## src/rtl/modewdt_pkg.sv

```systemverilog
package modewdt_pkg;

  localparam logic [2:0] A_CTRL    = 3'd0;
  localparam logic [2:0] A_TOVAL   = 3'd1;
  localparam logic [2:0] A_REFRESH = 3'd2;
  localparam logic [2:0] A_UNLOCK  = 3'd3;
  localparam logic [2:0] A_RSTCNT  = 3'd4;
  localparam logic [2:0] A_COUNT   = 3'd5;

  localparam logic [15:0] KEY_A       = 16'hC1A5;
  localparam logic [15:0] KEY_B       = 16'h5E3B;
  localparam logic [15:0] KEY_REFRESH = 16'h7D9A;
  localparam logic [15:0] RC_CLEAR    = 16'hFFFF;

  typedef struct packed {
    logic dbg_pause;
    logic stop_en;
    logic wait_en;
    logic irq_en;
    logic bus_sel;
    logic en;
  } ctrl_t;

  localparam ctrl_t CTRL_RST = 6'b000011;

  typedef enum logic [1:0] {UL_IDLE, UL_WAIT_B, UL_OPEN} ul_state_e;

  // time-out reached when the next tick would pass the programmed value
  function automatic logic hit_limit(input logic [15:0] cnt, input logic [15:0] lim);
    return (lim == 16'd0) ? 1'b1 : (cnt >= lim - 16'd1);
  endfunction

  // whether the current power/debug mode lets the counter advance
  function automatic logic mode_allows(input ctrl_t c, input logic wt, input logic st,
                                       input logic dbg);
    logic ok;
    ok = 1'b1;
    if (st && !(c.stop_en && !c.bus_sel)) ok = 1'b0;
    if (wt && !c.wait_en) ok = 1'b0;
    if (dbg && c.dbg_pause) ok = 1'b0;
    return ok;
  endfunction

endpackage

```

## src/rtl/modewdt_unlock.sv

```systemverilog
module modewdt_unlock
  import modewdt_pkg::*;
#(
  parameter int WCT = 256,
  parameter int UNLOCK_GAP = 16
) (
  input  logic        clk,
  input  logic        rst_n,
  input  logic        bus_gated,
  input  logic        key_wr,
  input  logic [15:0] key_data,
  input  logic        cfg_done,
  output logic        win_open,
  output logic        exc
);
  localparam int MAXW = (WCT > UNLOCK_GAP) ? WCT : UNLOCK_GAP;
  localparam int TW = $clog2(MAXW + 1);

  ul_state_e st;
  logic [TW-1:0] tmr;
  logic bad_key, win_miss, gap_end;

  assign bad_key  = key_wr && ((st == UL_WAIT_B) ? (key_data != KEY_B) : (key_data != KEY_A));
  assign gap_end  = (st == UL_WAIT_B) && !key_wr && (tmr == TW'(UNLOCK_GAP - 1));
  assign win_miss = (st == UL_OPEN) && !bus_gated && !cfg_done && !key_wr
                    && (tmr == TW'(WCT - 1));
  assign win_open = (st == UL_OPEN);
  assign exc      = bad_key | win_miss;

  always_ff @(posedge clk or negedge rst_n) begin
    if (!rst_n) begin
      st  <= UL_IDLE;
      tmr <= '0;
    end else if (key_wr) begin
      tmr <= '0;
      if (bad_key)               st <= UL_IDLE;
      else if (st == UL_WAIT_B)  st <= UL_OPEN;
      else                       st <= UL_WAIT_B;
    end else begin
      case (st)
        UL_WAIT_B: begin
          if (gap_end) st <= UL_IDLE;
          else         tmr <= tmr + TW'(1);
        end
        UL_OPEN: begin
          if (cfg_done || win_miss) st <= UL_IDLE;
          else if (!bus_gated)      tmr <= tmr + TW'(1);
        end
        default: tmr <= '0;
      endcase
    end
  end


  win_open_src_chk: assert property (@(posedge clk) disable iff (!rst_n)
    $rose(win_open) |-> $past(key_wr && key_data == KEY_B));


  win_close_chk: assert property (@(posedge clk) disable iff (!rst_n)
    win_miss |=> !win_open);

endmodule

```

## src/rtl/modewdt_timer.sv

```systemverilog
module modewdt_timer
  import modewdt_pkg::*;
(
  input  logic        clk,
  input  logic        rst_n,
  input  logic        run,
  input  logic        restart,
  input  logic        flush,
  input  logic        stop_mode,
  input  logic [15:0] toval,
  output logic [15:0] cnt,
  output logic        norm_to,
  output logic        stop_to
);
  logic half;
  logic lim_hit;

  assign lim_hit = run && !restart && !flush && hit_limit(cnt, toval);
  assign norm_to = lim_hit && !stop_mode;
  assign stop_to = lim_hit && stop_mode && half;

  always_ff @(posedge clk or negedge rst_n) begin
    if (!rst_n) begin
      cnt  <= '0;
      half <= 1'b0;
    end else if (restart || flush) begin
      cnt  <= '0;
      half <= 1'b0;
    end else if (run) begin
      if (lim_hit) begin
        cnt  <= '0;
        half <= stop_mode ? !half : 1'b0;
      end else begin
        cnt <= cnt + 16'd1;
      end
    end
  end


  hold_cnt_chk: assert property (@(posedge clk) disable iff (!rst_n)
    (!run && !restart && !flush) |=> $stable(cnt));


  stop_second_chk: assert property (@(posedge clk) disable iff (!rst_n)
    stop_to |-> !$past(stop_to));

endmodule

```

## src/rtl/modewdt_resp.sv

```systemverilog
module modewdt_resp #(
  parameter int IRQ_DLY = 128,
  parameter int RCNT_W = 16
) (
  input  logic              clk,
  input  logic              rst_n,
  input  logic              trig,
  input  logic              trig_stop,
  input  logic              irq_en,
  input  logic              rc_clr,
  output logic              irq,
  output logic              rst_req,
  output logic [RCNT_W-1:0] rcnt
);
  localparam int DW = $clog2(IRQ_DLY + 1);

  logic [DW-1:0] dly;
  logic busy;

  function automatic logic [RCNT_W-1:0] sat_inc(input logic [RCNT_W-1:0] v);
    return (&v) ? v : v + RCNT_W'(1);
  endfunction

  assign busy = irq || rst_req;

  always_ff @(posedge clk or negedge rst_n) begin
    if (!rst_n) begin
      irq     <= 1'b0;
      rst_req <= 1'b0;
      dly     <= '0;
      rcnt    <= '0;
    end else begin
      rst_req <= 1'b0;
      if (!busy && trig_stop) begin
        rst_req <= 1'b1;
      end else if (!busy && trig) begin
        if (irq_en) begin
          irq <= 1'b1;
          dly <= DW'(IRQ_DLY - 1);
        end else begin
          rst_req <= 1'b1;
          rcnt    <= sat_inc(rcnt);
        end
      end else if (irq) begin
        if (dly == '0) begin
          irq     <= 1'b0;
          rst_req <= 1'b1;
          rcnt    <= sat_inc(rcnt);
        end else begin
          dly <= dly - DW'(1);
        end
      end
      if (rc_clr) rcnt <= '0;
    end
  end


  rst_pulse_chk: assert property (@(posedge clk) disable iff (!rst_n)
    rst_req |=> !rst_req);


  irq_end_chk: assert property (@(posedge clk) disable iff (!rst_n)
    $fell(irq) |-> rst_req);


  stop_no_irq_chk: assert property (@(posedge clk) disable iff (!rst_n)
    (trig_stop && !busy) |=> (rst_req && !irq));


  rcnt_step_chk: assert property (@(posedge clk) disable iff (!rst_n)
    !$stable(rcnt) |-> ((rcnt == $past(rcnt) + RCNT_W'(1)) || (rcnt == '0)));

endmodule

```

## src/rtl/modewdt_top.sv

```systemverilog
module modewdt_top
  import modewdt_pkg::*;
#(
  parameter logic [15:0] TOVAL_RST = 16'h0100,
  parameter int WCT = 256,
  parameter int UNLOCK_GAP = 16,
  parameter int IRQ_DLY = 128,
  parameter int RCNT_W = 16
) (
  input  logic        clk,
  input  logic        rst_n,
  input  logic        wr_en,
  input  logic [2:0]  addr,
  input  logic [15:0] wdata,
  output logic [15:0] rdata,
  input  logic        lp_tick,
  input  logic        wait_mode,
  input  logic        stop_mode,
  input  logic        dbg_mode,
  input  logic        bus_gated,
  output logic        irq,
  output logic        rst_req
);
  ctrl_t ctrl;
  logic [15:0] toval;
  logic [15:0] cnt;
  logic [RCNT_W-1:0] rcnt;
  logic [15:0] rc_ext;

  logic win_open, exc;
  logic ctrl_wr, tov_wr, refresh, key_wr, rc_clr;
  logic src_tick, run;
  logic norm_to, stop_to;

  assign ctrl_wr  = wr_en && win_open && (addr == A_CTRL);
  assign tov_wr   = wr_en && win_open && (addr == A_TOVAL);
  assign refresh  = wr_en && (addr == A_REFRESH) && (wdata == KEY_REFRESH);
  assign key_wr   = wr_en && (addr == A_UNLOCK);
  assign rc_clr   = wr_en && (addr == A_RSTCNT) && (wdata == RC_CLEAR);
  assign src_tick = ctrl.bus_sel ? !bus_gated : lp_tick;
  assign run      = ctrl.en && src_tick && mode_allows(ctrl, wait_mode, stop_mode, dbg_mode);

  always_ff @(posedge clk or negedge rst_n) begin
    if (!rst_n) begin
      ctrl  <= CTRL_RST;
      toval <= TOVAL_RST;
    end else begin
      if (ctrl_wr) ctrl <= ctrl_t'(wdata[5:0]);
      if (tov_wr)  toval <= wdata;
    end
  end

  always_comb begin
    rc_ext = '0;
    rc_ext[RCNT_W-1:0] = rcnt;
    case (addr)
      A_CTRL:   rdata = {10'd0, ctrl};
      A_TOVAL:  rdata = toval;
      A_RSTCNT: rdata = rc_ext;
      A_COUNT:  rdata = cnt;
      default:  rdata = 16'd0;
    endcase
  end

  modewdt_unlock #(.WCT(WCT), .UNLOCK_GAP(UNLOCK_GAP)) unlock_i (
    .clk(clk), .rst_n(rst_n), .bus_gated(bus_gated), .key_wr(key_wr),
    .key_data(wdata), .cfg_done(tov_wr), .win_open(win_open), .exc(exc)
  );

  modewdt_timer timer_i (
    .clk(clk), .rst_n(rst_n), .run(run), .restart(refresh || tov_wr),
    .flush(rst_req), .stop_mode(stop_mode), .toval(toval), .cnt(cnt),
    .norm_to(norm_to), .stop_to(stop_to)
  );

  modewdt_resp #(.IRQ_DLY(IRQ_DLY), .RCNT_W(RCNT_W)) resp_i (
    .clk(clk), .rst_n(rst_n), .trig(norm_to || exc), .trig_stop(stop_to),
    .irq_en(ctrl.irq_en), .rc_clr(rc_clr), .irq(irq), .rst_req(rst_req), .rcnt(rcnt)
  );


  ctrl_lock_chk: assert property (@(posedge clk) disable iff (!rst_n)
    !$stable(ctrl) |-> $past(win_open));

endmodule

```

## config.mk

```make
export PLATFORM = sky130hd
export DESIGN_NAME = modewdt_top
export DESIGN_NICKNAME = d
export VERILOG_FILES = /design/src/rtl/modewdt_pkg.sv /design/src/rtl/modewdt_unlock.sv /design/src/rtl/modewdt_timer.sv /design/src/rtl/modewdt_resp.sv /design/src/rtl/modewdt_top.sv
export SDC_FILE = /design/constraint.sdc
export NUM_CORES = 1
export LEC_CHECK = 0
export BUFFER_PORTS_ARGS = -buffer_cell sky130_fd_sc_hd__buf_2
export CORE_AREA = 2 2 95 97
export DETAILED_ROUTE_END_ITERATION = 7
export DIE_AREA = 0 0 97 99
export PLACE_DENSITY = 0.89
export REMOVE_ABC_BUFFERS = 1
export SLEW_MARGIN = 20
export SYNTH_ARGS = -nofsm -noshare
export SYNTH_HDL_FRONTEND = slang
export SYNTH_SLANG_ARGS = --single-unit
```

## constraint.sdc

```tcl
create_clock -name clk -period 5.4 [get_ports clk]
set_input_delay 0.81 -clock clk [delete_from_list [all_inputs] [get_ports clk]]
set_output_delay 0.81 -clock clk [all_outputs]
set_load 0.02 [all_outputs]
```

==> results.cfg, run 1 <==
[run_status]
status = complete, no violations

[logic_synthesis]
synth-main-ff-cell = dfrtp_1
ys_seq_elements = 76
synth-async-reset-ratio_pct = 100
seq_area_frac_synth_pct = 36.9
synth_cell_type_count = 60
synth_area_mm2 = 0.00516
synth_top_area_share_pct = 35.4
synth_edf_count = 0
synth.largest_area_cell = dfrtp_1
avgSynthCellArea_um2 = 8.81
synth_warnings = 0
yosys-top-cells-area = dfrtp_1 35%, nand2_1 6.6%, ha_1 6.1%
netlist_instances = 586

[timing]
rsz0062_at_grt = false
setup_viol = 0
clock_skew_ns = 0.00973
hold_viol = 0
final.setup.tns_ns = 0
tightest_slew_ns = 0.968
relSlewSlack_pct = 35.5
drv_slew = 0
max_freq_mhz = 198
finalCritPeriodShare_pct = 93.4
min_period_ns = 5.04

[clock_network]
post-cts-setup-buffers = 0
cts.sinks = 76
cts_tree = yes
cts_root_buf = clkbuf_8
cts_resized = 0
cts_buffer_depth = 2
cts_made_buffers = 9
clk_latency_ns = 0.36
hold_buffers = 0
htreeDepth = 3
clk_pin_slew_ns = 0.09

[layout]
final_nets = 673
n_antenna_cell = 0
layout_commonest_cell = nand2_1
drive_above_1_share_pct = 16.5
postLayoutCoreUtil_pct = 66.6
multi_input_area_mm2 = 0.00309
area_growth_pct = 10.4
layout_common_cells = 91 x nand2_1, 73 x dfrtp_1, 43 x buf_2
regArea_mm2 = 0.00191
fillers = 659
final_cells = 734

[drt]
first_pass_iters = 4
routedWlPerCell_um = 18.4
drtIter0Drc = 419
ant_nets = 0
vias = 4738
drc = 0
wl_mm = 13.5
viasPerCell = 6.46

[setup_path]
crit_family = simple AND/OR/NAND/NOR gates
cp-end-kind = flop
cp_slowest_cell = nor4_1
cp_common_cell = ha_1
crit_chain = inv_1 -> ha_1 -> or4b_1 -> nor2b_1 -> nand2_1 -> or4_1 -> xor2_1 -> ha_1 -> nand4_2 -> or3_1 -> o311a_4 -> a211oi_2 -> a31oi_4 -> nor4_1 -> mux2i_1
crit_type = reg -> reg
rr_endpoint = resp_i.rcnt[12]
critical_path_arrival_ns = 5.33
path_buf_inv = 1
worstRegToRegCells = 15
crit_path_max_incr_delay_ns = 0.60
crit_fanout = 29
critical_path_depth = 15
timing.rr.start = toval[0]
cp_data_required_time_ns = 5.68
start_kind = flop
reg2reg_slack_ns = 0.36

[floorplan]
row_count = 34
die_h_um = 99
start_util_pct = 60.3
die_w_um = 97
ios = 45
core_mm2 = 0.00855
die_area_mm2 = 0.00960

[placed_design]
io_buffers = 44
gp_congestion = 0.883
place_hpwl_mm = 9.73
place_inst = 718

[grt]
grt_pass1_vias = 4737
grt_first_pass_wirelength_mm = 23.1
grt_max_degree = 77
grt.total_usage_pct = 29.6
antenna_found_initial = 0
grt_overflow = 0

[min_path]
hp-start = unlock_i.tmr[8]
min_path_type = reg -> reg
whs_path_depth = 2
hold_end = unlock_i.tmr[8]

[power_and_ir_drop]
leakagePower_nw = 2.52
vdd_drop_max_mv = 0.286
p_per_area_mw_per_mm2 = 264

[flow_run]
drv_cap = 0
## synth_stat cells, types with 11 or more instances
cell,count
inv_1,19
and3_1,12
xor2_1,13
clkbuf_1,15
o31ai_1,15
nor3_1,13
a21oi_1,29
o21ai_0,32
nor2b_1,11
nor4_1,11
ha_1,25
or4_1,14
dfrtp_1,73
nand3_1,27
nand2b_1,11
nor2_1,42
mux2_2,18
nand2_1,91
## cell type report
type | count | area share, %
Multi-Input combinational cell | 467 | 54.2
Inverter | 19 | 1.25
Sequential cell | 76 | 33.4
Timing Repair Buffer | 48 | 4.44
Clock inverter | 7 | 2.15
Clock buffer | 9 | 2.17
Tap cell | 108 | 2.37
## report_power, final
group	leakage (nW)	total, mW	switching (mW)	internal [mW]
sequential	1.02	0.678	0.0613	0.617
clock	0.116	0.536	0.227	0.309
combinational	1.38	0.290	0.173	0.118
total	2.52	1.50	0.461	1.04
## tightest hold or removal path, delay by kind of cell, from the launching register on
kind | cells | cell delay (ns)
flops | 1 | 0.35
compound gates | 1 | 0.07
simple gates | 1 | 0.05
## how the worst max path moves through the flow
stage                     startpoint  slack, ns               to
after floorplan             toval[0]       0.63  resp_i.rcnt[14]
after global placement      toval[0]       0.51  resp_i.rcnt[14]
after detailed placement    toval[0]       0.37  resp_i.rcnt[15]
after CTS                   toval[0]       0.33  resp_i.rcnt[15]
after global routing        toval[0]       0.17  resp_i.rcnt[12]
final                       toval[0]       0.36  resp_i.rcnt[12]
## kinds of logic after synthesis
kind of cell,synth area share [%]
AO/OA/AOI/OAI,14.5
XOR/XNOR,3.90
adder cells (fa/ha/maj),6.06
buffers and inverters,3.54
flip-flops,36.9
multiplexers,7.13
AND/OR/NAND/NOR,28.0
## flip-flops by register name, indices dropped and copies added (netlist names), 2 cells and up
| name | cells |
|---|---|
| unlock_i.st | 2 |
| resp_i.dly | 8 |
| timer_i.cnt | 16 |
| unlock_i.tmr | 9 |
| ctrl | 6 |
| toval | 16 |
| resp_i.rcnt | 16 |
## routing by layer
metal,up-vias,wire [um],track usage (%),share of wire [%]
met5,-,0,0,0
met4,0,557,14.8,4.1
met3,43,844,5.89,6.2
met2,185,6630,49.5,49
met1,2294,5480,36.9,41
li1,2216,-,-,-
## per-stage QoR
step / instance area, um^2 / hold slack (ns) / worst slack [ns] / power [mW]
6_report: 5700 / 0.507 / 0.356 / 1.50
4_1_cts: 5690 / 0.504 / 0.328 / 1.50
2_1_floorplan: 5050 / 0.449 / 0.634 / 0.859
5_1_grt: 5700 / 0.522 / 0.172 / 1.57
3_5_place_dp: 5440 / 0.490 / 0.366 / 0.967
3_3_place_gp: 5440 / 0.466 / 0.511 / 0.947
Note: power is estimated with default switching activity, not from simulation.
==> run 2: changes to the inputs <==
ABC_AREA = 1   (was default)
CORE_AREA = 2 2 102 104   (was 2 2 95 97)
DIE_AREA = 0 0 104 106   (was 0 0 97 99)
PLACE_DENSITY = 0.84   (was 0.89)
clock period = 4 ns   (was 5.4 ns; I/O delays follow)
==> results.cfg, run 2 <==
[run_status]
status = complete, no violations

[floorplan]
die_w_um = 104
start_util_pct = 53.5
row_count = 37
ios = 45
core_mm2 = 0.0100
die_h_um = 106
die_area_mm2 = 0.0110

[flow_run]
drv_cap = 0

[layout]
drive_above_1_share_pct = 10.0
area_growth_pct = 9.71
postLayoutCoreUtil_pct = 58.7
layout_common_cells = 198 x nand2_1, 103 x inv_1, 78 x nor2_1
final_nets = 856
layout_commonest_cell = nand2_1
reg_top3 = resp_i.rcnt (16), timer_i.cnt (16), toval (16)
n_antenna_cell = 0

[timing]
setup_viol = 0
finalCritPeriodShare_pct = 87.8
tightest_slew_ns = 0.972
relSlewSlack_pct = 35.2
min_period_ns = 3.51
drv_slew = 0
rsz0062_at_grt = false
max_freq_mhz = 285
holdWs_ns = 0.361
clock_skew_ns = 0.0153
hold_viol = 0
final.setup.tns_ns = 0
layout_setup_ws_ns = 0.487

[logic_synthesis]
avgSynthCellArea_um2 = 7.09
synth-async-reset-ratio_pct = 100
synth-main-ff-cell = dfrtp_1
ys_seq_elements = 76
yosysMostFrequentCell = nand2_1
synth_cell_type_count = 39
synth_area_mm2 = 0.00535
netlist_instances = 755
yosys-top-cells-area = dfrtp_1 34%, nand2_1 14%, inv_1 7.2%
netlist_top_cells_count = 198 x nand2_1, 103 x inv_1, 78 x nor2_1, 73 x dfrtp_1, 56 x nand3_1
synth_edf_count = 0
synth_top_area_share_pct = 34.1
seq_area_frac_synth_pct = 35.6
synth_warnings = 0
synth.largest_area_cell = dfrtp_1

[clock_network]
cts_root_buf = clkbuf_8
post-cts-setup-buffers = 0
hold_buffers = 0
clk_latency_ns = 0.36
cts_resized = 0
cts.sinks = 76
cts_tree = yes
htreeDepth = 3
cts_made_buffers = 9
cts_buffer_depth = 2
clk_pin_slew_ns = 0.09

[setup_path]
start_kind = flop
cp-end-kind = flop
crit_type = reg -> reg
crit_fanout = 17
worstRegToRegCells = 20
critical_path_arrival_ns = 3.76
cp_data_required_time_ns = 4.24

[grt]
grt_first_pass_wirelength_mm = 23.2
grt.total_usage_pct = 26.2
grt_overflow = 0
grt_pass1_vias = 4828
antenna_found_initial = 0
grt_max_degree = 77

[power_and_ir_drop]
clockPowerShare_pct = 24.2
sw_frac_of_total_pct = 37.3
p_sw_mw = 0.787
leakagePower_nw = 2.89
vdd_drop_max_mv = 0.237
p_per_area_mw_per_mm2 = 359
power.internal_mw = 1.32
p_seq_share_pct = 46.0
combPwrFrac_pct = 29.8

[drt]
first_pass_iters = 7
wl_met1_mm = 6.01
drtIter0Drc = 465
wl_mm = 14.0
viasPerCell = 5.55
route.met2.wl_mm = 6.22
wl_met3_mm = 1.09
vias = 5243
ant_nets = 0
drc = 0
routedWlPerCell_um = 14.8
routed.top_layer = met4

[placed_design]
io_buffers = 44
pre_cts_slack_ns = 0.558
gp_congestion = 1.02
place_hpwl_mm = 10.7

[min_path]
min_path_type = in -> async
run 2: cell types whose count changed after synthesis, moves of 11 or more:
cell,change
nor2b_1,-11
nand2b_1,-11
nor3_1,+11
nor2_1,+36
inv_1,+84
o31ai_1,-11
nand2_1,+107
and3_1,-12
nand3_1,+29
xor2_1,+15
or4_1,-14
o22ai_1,+11
mux2_2,-18
run 2: metal layers:
metal,vias up,track usage (%)
met5,-,0
met2,230,40.9
li1,2572,-
met4,0,14.0
met1,2379,35.3
met3,62,3.86
run 2: worst max-delay path, stage by stage, from the launching register on:
cell     delay, ns
dfrtp_1       0.38
inv_1         0.13
nand2_1       0.10
nor3_1        0.28
nand3_1       0.17
nor3_1        0.37
nand2_1       0.12
xor2_1        0.17
ha_1          0.31
a21oi_1       0.16
o21ai_0       0.12
nor2_1        0.13
nand3_1       0.12
nand3_1       0.11
nand2_2       0.07
nand3_2       0.10
nand2_2       0.08
nand2_4       0.18
nand2_4       0.17
nand2_1       0.11
nand2_1       0.05
run 2: through the flow:
stage                     power [mW]  instances  cell area, um^2
after global routing            2.25        945             5870
after detailed placement        1.60        929             5710
after CTS                       2.10        945             5870
final                           2.11        945             5870
after global placement          1.58        929             5710
after floorplan                 1.41        745             5290
run 2: cells by family (layout without fill, tap and decap cells):
family          Yosys count  in the layout  synth area share, %
compound gates          104            104                 11.5
xor+xnor                 36             36                 5.89
simple gates            396            396                 32.4
buf+inv                 118            172                 8.70
fa+ha+maj                25             25                 5.85
flops                    76             76                 35.6
run 2: worst paths after layout:
path	start	to	slack [ns]
max reg2reg	toval[0]	resp_i.rcnt[13]	0.49
max in group asynchronous	rst_n	toval[0]	2.96
max	toval[0]	resp_i.rcnt[13]	0.49
min reg2reg	ctrl[1]	ctrl[1]	0.50
min in group clk	wdata[10]	toval[10]	0.49
min	rst_n	resp_i.rcnt[6]	0.36
run 2: final cells by class:
class                   count  area (um^2)
fillers                   966         4130
multi-input cells         561         2980
clock buffers              14          143
repair buffers             48          253
clock inverters             2         13.8
inverters                 108          405
flip-flops and latches     76         1910
well taps                 136          170
run 2: power groups by stage:
stage	clock network, mW	logic (mW)	registers, mW
2_1_floorplan	0	0.460	0.945
3_3_place_gp	0	0.607	0.977
3_5_place_dp	0	0.618	0.980
4_1_cts	0.511	0.625	0.965
5_1_grt	0.547	0.723	0.979
6_report	0.510	0.629	0.970
